`config.mk`:
```
export PLATFORM = sky130hd
export DESIGN_NAME = flag_offset_loader
export DESIGN_NICKNAME = d
export VERILOG_FILES = /design/src/rtl/flo_pkg.sv /design/src/rtl/flo_cfg.sv /design/src/rtl/flo_seq.sv /design/src/rtl/flo_store.sv /design/src/rtl/flag_offset_loader.sv
export SDC_FILE = /design/constraint.sdc
export NUM_CORES = 1
export LEC_CHECK = 0
export ABC_AREA = 1
export CAP_MARGIN = 20
export CORE_ASPECT_RATIO = 0.5
export CORE_MARGIN = 3
export CORE_UTILIZATION = 40
export CTS_BUF_LIST = sky130_fd_sc_hd__clkbuf_16
export DETAILED_ROUTE_END_ITERATION = 16
export PLACE_DENSITY = 0.76
export SLEW_MARGIN = 20
export SYNTH_ARGS = -nofsm -noshare
export SYNTH_HDL_FRONTEND = slang
export SYNTH_SLANG_ARGS = --single-unit
```
`constraint.sdc`:
```
create_clock -name clk -period 2.45 [get_ports clk]
set_input_delay 0.735 -clock clk [delete_from_list [all_inputs] [get_ports clk]]
set_output_delay 0.735 -clock clk [all_outputs]
set_load 0.01 [all_outputs]
```
`src/rtl/flo_pkg.sv`:
```
package flo_pkg;
  localparam int OFS_W   = 10;
  localparam int NUM_OFS = 4;

  typedef enum logic [1:0] {
    SEL_PROG = 2'b00,
    SEL_D8   = 2'b01,
    SEL_D16  = 2'b10,
    SEL_D64  = 2'b11
  } sel_code_e;

  // Built-in offset named by a select code; the programming code gives 0.
  function automatic int default_offset(input logic [1:0] code);
    case (code)
      SEL_D8:  return 8;
      SEL_D16: return 16;
      SEL_D64: return 64;
      default: return 0;
    endcase
  endfunction

  // Number of load events that complete programming.
  function automatic int load_events(input logic serial, input int w, input int n);
    return serial ? w * n : n;
  endfunction
endpackage

```
`src/rtl/flo_cfg.sv`:
```
module flo_cfg
  import flo_pkg::*;
#(
  parameter int OFS_W = flo_pkg::OFS_W
) (
  input  logic             clk,
  input  logic             mrst,
  input  logic [1:0]       sel_code,
  input  logic             mode_in,
  output logic [OFS_W-1:0] init_val,
  output logic             init_done,
  output logic             prog_mode,
  output logic             serial_mode,
  output logic [OFS_W-1:0] dflt_val
);
  always_comb begin
    init_val  = OFS_W'(default_offset(sel_code));
    init_done = (sel_code != SEL_PROG);
  end

  always_ff @(posedge clk) begin
    if (mrst) begin
      prog_mode   <= (sel_code == SEL_PROG);
      serial_mode <= mode_in;
      dflt_val    <= init_val;
    end
  end
endmodule

```
`src/rtl/flo_seq.sv`:
```
module flo_seq
  import flo_pkg::*;
#(
  parameter int OFS_W   = flo_pkg::OFS_W,
  parameter int NUM_OFS = flo_pkg::NUM_OFS,
  localparam int SER_LAST = OFS_W * NUM_OFS,
  localparam int CNT_W    = $clog2(SER_LAST + 1),
  localparam int IDX_W    = (NUM_OFS > 1) ? $clog2(NUM_OFS) : 1
) (
  input  logic             clk,
  input  logic             mrst,
  input  logic             prst,
  input  logic             init_done,
  input  logic             prog_mode,
  input  logic             serial_mode,
  input  logic             sen,
  input  logic             pwr_en,
  output logic             shift_ev,
  output logic             wr_ev,
  output logic [IDX_W-1:0] wr_idx,
  output logic             load_done
);
  logic [CNT_W-1:0] cnt_q;
  logic             active;
  logic             final_ev;

  always_comb begin
    active   = !mrst && !prst && prog_mode && !load_done;
    shift_ev = active && serial_mode && sen;
    wr_ev    = active && !serial_mode && pwr_en;
    final_ev = (shift_ev || wr_ev) &&
               (cnt_q == CNT_W'(load_events(serial_mode, OFS_W, NUM_OFS) - 1));
    wr_idx   = cnt_q[IDX_W-1:0];
  end

  always_ff @(posedge clk) begin
    if (mrst) begin
      cnt_q     <= '0;
      load_done <= init_done;
    end else if (shift_ev || wr_ev) begin
      cnt_q <= cnt_q + 1'b1;
      if (final_ev) load_done <= 1'b1;
    end
  end
endmodule

```
`src/rtl/flo_store.sv`:
```
module flo_store
  import flo_pkg::*;
#(
  parameter int OFS_W   = flo_pkg::OFS_W,
  parameter int NUM_OFS = flo_pkg::NUM_OFS,
  localparam int IDX_W  = (NUM_OFS > 1) ? $clog2(NUM_OFS) : 1
) (
  input  logic                     clk,
  input  logic                     init_en,
  input  logic [OFS_W-1:0]         init_val,
  input  logic                     shift_en,
  input  logic                     sdata,
  input  logic                     wr_en,
  input  logic [IDX_W-1:0]         wr_idx,
  input  logic [OFS_W-1:0]         wr_val,
  output logic [NUM_OFS*OFS_W-1:0] ofs_vec
);
  logic [OFS_W-1:0]   ofs_r [NUM_OFS];
  logic [NUM_OFS-1:0] carry_in;

  // Chain: register 0 is first in order; new bits enter the last register.
  for (genvar g = 0; g < NUM_OFS; g++) begin : g_chain
    if (g == NUM_OFS - 1) begin : g_tail
      assign carry_in[g] = sdata;
    end else begin : g_link
      assign carry_in[g] = ofs_r[g+1][OFS_W-1];
    end
    assign ofs_vec[g*OFS_W +: OFS_W] = ofs_r[g];
  end

  always_ff @(posedge clk) begin
    for (int i = 0; i < NUM_OFS; i++) begin
      if (init_en)
        ofs_r[i] <= init_val;
      else if (shift_en)
        ofs_r[i] <= {ofs_r[i][OFS_W-2:0], carry_in[i]};
      else if (wr_en && wr_idx == IDX_W'(i))
        ofs_r[i] <= wr_val;
    end
  end
endmodule

```
`src/rtl/flag_offset_loader.sv`:
```
module flag_offset_loader
  import flo_pkg::*;
#(
  parameter int OFS_W = flo_pkg::OFS_W
) (
  input  logic             clk,
  input  logic             mrst,
  input  logic             prst,
  input  logic             mode_serial,
  input  logic             sel0_sd,
  input  logic             sel1_sen,
  input  logic             pwr_en,
  input  logic [OFS_W-1:0] pdata,
  output logic [OFS_W-1:0] ofs_ae1,
  output logic [OFS_W-1:0] ofs_af1,
  output logic [OFS_W-1:0] ofs_ae2,
  output logic [OFS_W-1:0] ofs_af2,
  output logic             load_done
);
  localparam int NUM_OFS = 4;
  localparam int IDX_W   = $clog2(NUM_OFS);

  logic [OFS_W-1:0]         init_val;
  logic                     init_done;
  logic                     prog_mode;
  logic                     serial_mode;
  logic [OFS_W-1:0]         dflt_val;
  logic                     shift_ev;
  logic                     wr_ev;
  logic [IDX_W-1:0]         wr_idx;
  logic [NUM_OFS*OFS_W-1:0] ofs_vec;

  flo_cfg #(.OFS_W(OFS_W)) u_cfg (
    .clk        (clk),
    .mrst       (mrst),
    .sel_code   ({sel1_sen, sel0_sd}),
    .mode_in    (mode_serial),
    .init_val   (init_val),
    .init_done  (init_done),
    .prog_mode  (prog_mode),
    .serial_mode(serial_mode),
    .dflt_val   (dflt_val)
  );

  flo_seq #(.OFS_W(OFS_W), .NUM_OFS(NUM_OFS)) u_seq (
    .clk        (clk),
    .mrst       (mrst),
    .prst       (prst),
    .init_done  (init_done),
    .prog_mode  (prog_mode),
    .serial_mode(serial_mode),
    .sen        (sel1_sen),
    .pwr_en     (pwr_en),
    .shift_ev   (shift_ev),
    .wr_ev      (wr_ev),
    .wr_idx     (wr_idx),
    .load_done  (load_done)
  );

  flo_store #(.OFS_W(OFS_W), .NUM_OFS(NUM_OFS)) u_store (
    .clk     (clk),
    .init_en (mrst),
    .init_val(init_val),
    .shift_en(shift_ev),
    .sdata   (sel0_sd),
    .wr_en   (wr_ev),
    .wr_idx  (wr_idx),
    .wr_val  (pdata),
    .ofs_vec (ofs_vec)
  );

  assign ofs_ae1 = ofs_vec[0*OFS_W +: OFS_W];
  assign ofs_af1 = ofs_vec[1*OFS_W +: OFS_W];
  assign ofs_ae2 = ofs_vec[2*OFS_W +: OFS_W];
  assign ofs_af2 = ofs_vec[3*OFS_W +: OFS_W];
endmodule

```
# Yosys cells after proc, flatten, opt, wreduce, memory -nomap -nowiden

Memories as Yosys holds them, arrays and structs flattened.
Cells that the tools add are included.
Widths: inputs -> output; s select.

Bitwise gates (word level): 8
Muxes and demuxes: 34
Reduce and logical (&&, ||, !) cells: 23
Add/sub/neg operators: 2
Eq/ne operators: 7

Operators with widths:

| kind                | count |
|---|---|
| $mux 10             | 8 |
| $mux 1              | 24 |
| $pmux 7 s3          | 1 |
| $logic_and 1x1->1   | 12 |
| $eq 2x2->1 const B  | 4 |
| $or 1x1->1          | 8 |
| $add 6x1->6 const B | 1 |
| $eq 6x6->1          | 1 |
| $mux 6              | 1 |
| $reduce_bool 2->1   | 3 |
| $sub 6x2->6 const B | 1 |
| $eq 2x1->1 const B  | 2 |
| $logic_not 1->1     | 4 |
| $logic_not 2->1     | 2 |
| $reduce_and 2->1    | 1 |
| $logic_or 1x1->1    | 1 |

Input port bits: 17
Bits in writable memories: 40
Flip-flop bits (word level): 9
Memories: 1
Logic and storage cells: 79

Memories:

| memory        | words | width | read ports | clocked after Yosys merged registers in | write ports | RTL line        | RTL |
|---|---|---|---|---|---|---|---|
| u_store.ofs_r | 4     | 10    | 4          | 0                                       | 4           | flo_store.sv:18 | `logic [OFS_W-1:0] ofs_r [NUM_OFS];` |

# Longest topological paths before layout

Gate-level depths: netlist of run 1.

Depth after elaboration: 12
Depth in mapped cells: 9
Depth with buffers taken out: 8

# By module

Synthesis of run 1 repeated with hierarchy kept, for this count alone.

Cells, all modules: 399
Area, all modules: 3186.8 µm²

Modules (own cells, without submodules):

| module    | area an instance (µm²) | instances | cells each |
|---|---|---|---|
| flo_store | 2418.6                 | 1         | 292 |
| flo_seq   | 479.2                  | 1         | 79 |
| flo_cfg   | 289.0                  | 1         | 28 |

# Least setup slack after synthesis of run 1

No wires, ideal clock.

Path kind: input-to-reg
From: input pwr_en
To: memory u_store.ofs_r[0][0] (enable)
Stages on the path: 7
Setup slack: 0.575 ns
Required time: 2.111 ns
Setup time: 0.339 ns
Path buffers: 1
Arrival time: 1.536 ns
Path through: inv_1 -> nor2_1 -> nand3_2 -> inv_2 -> nand2_1 -> buf_4 -> nand2_1

RTL lines:

| what        | RTL line                 | RTL |
|---|---|---|
| from (decl) | flag_offset_loader.sv:12 | `input logic pwr_en,` |
| to (decl)   | flo_store.sv:18          |  |

==> summary.txt, run 1 <==
Status
  – Status: completed

Worst setup path
  – Buf/Inv on CP: 3
  – Cells on worst reg2reg path: 6
  – Worst setup EP type: register
  – CP peak stage delay: 470 ps
  – Critical Path, Cell by Cell: clkdlybuf4s50_1, nor2_4, nand3_2, inv_2, nand2_1, nand2_1, buf_12
  – Critical path's top delay family: buffers and inverters
  – Startpoint types: input port
  – CP arrival: slightly above 2000 ps
  – WP data required: 2460 ps
  – Worst-path fanout max: 10
  – Most used cell, CP: nand2_1
  – WP depth: 7
  – CP Class: in2reg
  – Crit path max-delay cell type: clkdlybuf4s50_1

Finish
  – Nets: ~340
  – Post-Layout Inst Area: 3289 um^2
  – Fillers: about 460
  – Share of cells above drive strength 1: between 10 and 15%
  – Area of the multi-input gates: approximately 810 um^2
  – Finished Layout Cells: approximately 400
  – Flip-flop and latch area: 1411 um^2
  – Ant. Diodes: 0
  – Area grow syn2layout: 38.51%

Floorplan
  – I/O Pins: slightly below 60
  – Chip width: approximately 110 um
  – Overall die height: around 60 um
  – Starting Density: a little over two fifths
  – Core box area: roughly 5600 um^2
  – Number of cell rows: 19
  – Area of the die: about 7000 um^2

Hold path
  – Hold Crit Depth: 2
  – Min-Delay Path Class: reg2reg

Global routing
  – Gr ovfl total: 0
  – Vias in the first global route: 1808
  – Antenna violations before repair: 0
  – First-pass GRT wire length: just under 9000 um
  – GRT Total Usage: 16.84%
  – Largest net degree at the start of global routing: 40

CTS
  – Worst-Skew Late Latency: 300 ps
  – Clock net sink count: 49
  – Num CTS Buffers: 5
  – Hold_buf cts: 0
  – Post-CTS Resized: 0
  – CTS max path bufs: 2
  – Setup Fix Bufs, Post-CTS: 0
  – Clock root cell: clkbuf_16
  – H-Tree Depth: 2
  – CTS tree: yes
  – Clock transition at the registers of the reported paths: around 60 ps

Timing
  – RSZ-0062 raised after global routing: false
  – Final setup viols: 0
  – Fmax: between 400 and 500 MHz
  – Final Hold Vio Count: 0
  – Final Cycle Share: 83.31%
  – Final setup margin: a little over 400 ps
  – Normalized max-slew margin: between 70 and 80%
  – Final worst path period need: 2041 ps
  – Least-Margin Pin Slew: 320.5 ps
  – Setup TNS: 0 ps
  – Clock Skew: between 5 and 6 ps
  – Max-slew violation count: 0

Pwr
  – Switching share of power: 23.01%
  – Clock group share of total power: between 30% and 40%
  – Gate power share: 11.2%
  – Pwr dens: 566.4 nW/um^2
  – Worst ir drop on vdd: roughly 300 uV
  – Psw: ~430 uW
  – Leakage: 0.001330 uW
  – Reg power frac: 52.2%
  – Power Internal: between 1000 and 1500 uW

Job
  – Maxcap violations: 0

Drt
  – Drt pass-1 iters: 5
  – Total Wirelength: between 5000 and 6000 um
  – Vias: 1954
  – Initial drt markers: between 150 and 200
  – Routed Antenna Nets: 0
  – Remaining DRCs: 0
  – Routed len/inst: about 14 um
  – Number of vias per cell: 4.947

Placement
  – Pre-CTS setup slack: 97.65 ps
  – Number of buffers inserted by port buffering: between 50 and 60
  – Placed standard-cell area: ~3100 um^2
  – Placer Congestion: around 0.84
  – Dpl cells: between 300 and 400
  – Post-DP HPWL: 4135 um

Yosys
  – Synth Net Count: 273
  – Warnings, synthesis: 0
  – Sequential share of the synthesized area: approximately three fifths
  – Yosys cell types: 22
  – Area of the mapped netlist: 2375 um^2
  – Synth Area per Inst: between 9 and 10 um^2
  – #FFs+latches synth: 49
  – Post-synthesis cell count: 252
Yosys cell counts (all sizes together):
library cell,count,share of area [%]
nand3,11,2.7
nand4,1,0.26
a21oi,7,1.5
xnor2,1,0.37
edfxtp,43,54
buf,8,2.7
ha,4,2.1
nor2,15,2.9
inv,23,3.6
o22ai,1,0.26
dfxtp,6,5.1
nand2,99,16
o21ai,33,8.4
state kept, by name, summed over array words and instances, names as in the netlist:
| name | cells |
|---|---|
| u_store.ofs_r | 40 |
| u_seq.load_done | 1 |
| u_cfg.serial_mode | 1 |
| u_cfg.prog_mode | 1 |
| u_seq.cnt_q | 6 |
power groups by stage:
stage | Clock, uW | Combinational, uW | Sequential [uW]
after floorplan | 0 | 54.8 | 1000
after CTS | 684 | 210 | 973
after detailed placement | 0 | 209 | 990
after global routing | 724 | 225 | 977
after global placement | 0 | 205 | 990
final | 682 | 208 | 973
path summary, 6_finish.rpt:
path,endpoint,slack (ps),from
worst max-delay path,u_store.ofs_r[1][14],410,mrst
worst min-delay path,u_seq.cnt_q[5],540,u_seq.cnt_q[5]
worst max register to register,u_store.ofs_r[1][14],890,u_cfg.serial_mode
worst min register to register,u_seq.cnt_q[5],540,u_seq.cnt_q[5]
worst min-delay path, delay by kind of cell, from the launching register on:
kind	cells	cell delay (ps)
flip-flops	1	330
AND/OR/NAND/NOR	1	100
AO/OA/AOI/OAI	1	70
layout make-up:
| class | count | share of cell area (%) |
|---|---|---|
| clock buffers | 5 | 3.804 |
| flip-flops and latches | 49 | 42.91 |
| multi-input cells | 172 | 24.72 |
| well taps | 73 | 2.777 |
| clock inverters | 3 | 0.5706 |
| repair buffers | 70 | 22.59 |
| inverters | 23 | 2.625 |
cell usage in the layout, fill, tap and decap left out:
master	instances
nor2_2	2
inv_2	1
nor2_1	12
buf_12	6
nand3_1	9
nor2_4	1
ha_1	4
o22ai_1	1
nand3_2	2
o21ai_2	9
inv_1	23
edfxtp_1	43
clkinvlp_4	2
o21ai_0	3
clkbuf_16	5
nand4_1	1
clkdlybuf4s50_1	57
xnor2_1	1
dfxtp_1	6
a21oi_1	7
buf_4	7
nand2_1	98
nand2_2	1
o21ai_1	21
stage by stage:
stage               utilization [%]  total power [uW]  hold WS (ps)
floorplan                         -              1058         483.4
global placement              56.07              1195         509.4
detailed placement            56.07              1199         521.0
CTS                           58.63              1868         532.6
global route                  58.63              1926         553.7
finish                        58.63              1863         543.9
logic make-up (layout without fill, tap and decap cells):
| group | after synthesis | in the layout | share of synthesized area (%) |
|---|---|---|---|
| buffers and inverters | 31 | 101 | 6.322 |
| DFF | 49 | 49 | 59.43 |
| and+or+nand+nor | 126 | 126 | 21.65 |
| xor gates and xnor gates | 1 | 1 | 0.3689 |
| AOI/OAI and AO/OA | 41 | 41 | 10.12 |
| adders and majority gates | 4 | 4 | 2.108 |
metal layers:
| layer | GRT usage [%] | wire length [um] |
|---|---|---|
| met5 | 0 | 0 |
| met4 | 4.515 | 71 |
| met3 | 5.378 | 277 |
| met2 | 29.11 | 2786 |
| met1 | 20.93 | 2474 |
(Power assumes the default switching activity.)
==> inputs of run 2 (changes only) <==
PLACE_DENSITY = 0.78   (was 0.76)
clock period = 1.7 ns   (was 2.45 ns; I/O delays follow)
==> run 2 against run 1 <==
Effect of this change:
- cell count grew 3.3%
- critical path depth shrank 6
- die area is the same
- critical path type is now reg2out
- highest routed layer unchanged
==> summary.txt, run 2 (synthesis results as in run 1) <==
Status
  – Status: completed

Worst setup path
  – CP arrival: 1140 ps (-910 ps)
  – Startpoint types: register
  – WP depth: 1 (-6)
  – R2R Path Start: u_seq.load_done
  – Buf/Inv on CP: 1 (-2)
  – WP data required: 1190 ps (-1270 ps)
  – CP Class: reg2out
  – Worst-path fanout max: 1 (-9)
  – FF-to-FF setup slack: 100 ps (-790 ps)
  – R2R Path End: u_store.ofs_r[1][14]
  – Critical Path, Cell by Cell: clkdlybuf4s50_1
  – Crit path max-delay cell type: clkdlybuf4s50_1
  – CP peak stage delay: 530 ps (+60 ps)
  – Critical path's top delay family: buffers and inverters
  – Worst setup EP type: output pin
  – Cells on worst reg2reg path: 8 (+2)

Job
  – Maxcap violations: 0 (unchanged)

CTS
  – Clock transition at the registers of the reported paths: 60 ps (about the same)
  – H-Tree Depth: 2 (unchanged)
  – Clock root cell: clkbuf_16
  – Worst-Skew Late Latency: 280 ps (-20 ps)
  – CTS max path bufs: 2 (unchanged)
  – Hold_buf cts: 0 (unchanged)
  – Clock net sink count: 49 (unchanged)
  – CTS tree: yes
  – Num CTS Buffers: 5 (unchanged)

Global routing
  – First-pass GRT wire length: 9425 um (+6.2%)
  – Largest net degree at the start of global routing: 40 (unchanged)
  – GRT Total Usage: 17.43% (+0.59 points)
  – Gr ovfl total: 0 (unchanged)
  – Vias in the first global route: 1922 (+6.3%)
  – Antenna violations before repair: 0 (unchanged)

Floorplan
  – Chip width: 115.0 um (unchanged)
  – Area of the die: 6954 um^2 (unchanged)
  – I/O Pins: 58 (unchanged)
  – Starting Density: 42.33% (unchanged)
  – Core box area: 5610 um^2 (unchanged)
  – Overall die height: 60.49 um (unchanged)
  – Number of cell rows: 19 (unchanged)

Finish
  – Share of cells above drive strength 1: 17.91% (+6.7 points)
  – Commonest cells after routing, fill and taps aside: 89 x nand2_1, 43 x edfxtp_1, 26 x dlygate4sd2_1, 23 x inv_1, 21 x o21ai_1
  – Regs by FF count: u_store.ofs_r (40), u_seq.cnt_q (6)
  – Most common cell after layout, fill and taps aside: nand2_1
  – Largest register FFs: 40 (unchanged)
  – Biggest register: u_store.ofs_r
  – Nets: 355 (+3.8%)
  – Post-Layout Inst Area: 3545 um^2 (+7.8%)
  – Finished Layout Cells: 408 (+3.3%)
  – Area grow syn2layout: 49.26%
  – Ant. Diodes: 0 (unchanged)

Timing
  – Final Cycle Share: 97.25%
  – Setup TNS: 0 ps (unchanged)
  – Final setup viols: 0 (unchanged)
  – Max-slew violation count: 0 (unchanged)
  – Fmax: a little over 600 MHz
  – Clock Skew: 2.317 ps (-3.486 ps)
  – Final worst path period need: ~1700 ps
  – Least-Margin Pin Slew: 294.2 ps (-26.33 ps)
  – Hold slack: 524.9 ps (-19.03 ps)
  – Normalized max-slew margin: 80.34% (+1.8 points)
  – Final Hold Vio Count: 0 (unchanged)

Hold path
  – Worst hold endpoint: u_seq.cnt_q[5]
  – Hold Path Origin: u_seq.cnt_q[5]
  – Hold Crit Depth: 2 (unchanged)
  – Min-Delay Path Class: reg2reg

Drt
  – Length of routed met3 wiring: 444 um (+60%)
  – Total Wirelength: 6436 um (+15%)
  – Initial drt markers: 168 (-0.59%)
  – Vias: 2044 (+4.6%)
  – Remaining DRCs: 0 (unchanged)
  – Drt pass-1 iters: 4 (-1)
  – DR WL met2: 3224 um (+16%)
  – Met1 WL: 2649 um (+7.1%)
  – Routed Antenna Nets: 0 (unchanged)
  – Routed len/inst: 15.77 um (+11%)
  – Number of vias per cell: 5.010 (+1.3%)
  – Top routing layer in use: met4

Pwr
  – Leakage: 0.001736 uW (+30%)
  – Pwr dens: 758.0 nW/um^2 (+34%)
  – Worst ir drop on vdd: 419.9 uV (+42%)

Placement
  – Dpl cells: 395 (+2.1%)
  – Placed standard-cell area: 3193 um^2 (+1.5%)
  – Post-DP HPWL: 4286 um (+3.6%)
  – Placer Congestion: 0.8147 (-3.0%)
  – Number of buffers inserted by port buffering: 57 (unchanged)
-- run 2: worst max path at each step --
| stage | to | start |
|---|---|---|
| 4_1_cts | ofs_af1[6] | u_store.ofs_r[0][16] |
| 6_report | ofs_ae1[9] | u_store.ofs_r[0][9] |
| 2_1_floorplan | u_store.ofs_r[0][0] | pwr_en |
| 3_3_place_gp | u_store.ofs_r[0][4] | mrst |
| 3_5_place_dp | u_store.ofs_r[0][14] | mrst |
| 5_1_grt | u_store.ofs_r[1][14] | u_seq.load_done |
-- run 2: final cells by class --
| cell class | instances | area, um^2 |
|---|---|---|
| inverter | 23 | 91.34 |
| clock inverter | 3 | 18.77 |
| fill | 397 | 2066 |
| timing repair buffer | 83 | 925.9 |
| multi-input combinational | 172 | 880.8 |
| clock buffer | 5 | 125.1 |
| tap | 73 | 91.34 |
| sequential | 49 | 1411 |
-- run 2: what timing repair did --
action	in CTS	in global routing
gates cloned	0	4
gates resized for setup	39	29
endpoints found under the hold margin	0	0
setup buffers	0	1
setup endpoints to repair	71	76
pin swaps	1	3
-- run 2: power by group --
group          internal, uW  total (uW)  switching [uW]
logic                   152         312             160
registers              1370        1400            32.9
clock network           540         974             434
total                  2060        2690             627
-- run 2: metal layers --
metal / global-route usage [%] / vias to the layer above
li1: - / 1003
met1: 22.76 / 949
met2: 31.33 / 82
met3: 2.191 / 10
met4: 5.017 / 0
met5: 0 / -
-- run 2: metrics by stage --
stage          utilization (%)  total power [uW]  setup slack (ps)
6_report                 63.18              2687             46.71
2_1_floorplan                -              1524             49.61
3_5_place_dp             56.91              1737            -367.7
4_1_cts                  59.63              2673            0.4026
3_3_place_gp             56.91              1730            -334.7
5_1_grt                  63.18              2755            -33.47
-- run 2: tightest hold or removal path: cells and delay by family (launching register included) --
kind	cells	cell delay, ps
AND/OR/NAND/NOR	1	80
flip-flops	1	330
AO/OA/AOI/OAI	1	60
==> inputs of run 3 (changes only) <==
SLEW_MARGIN = default   (was 20)
==> results of run 3 <==
Final layout, timing and power as in run 2 (identical DEF).
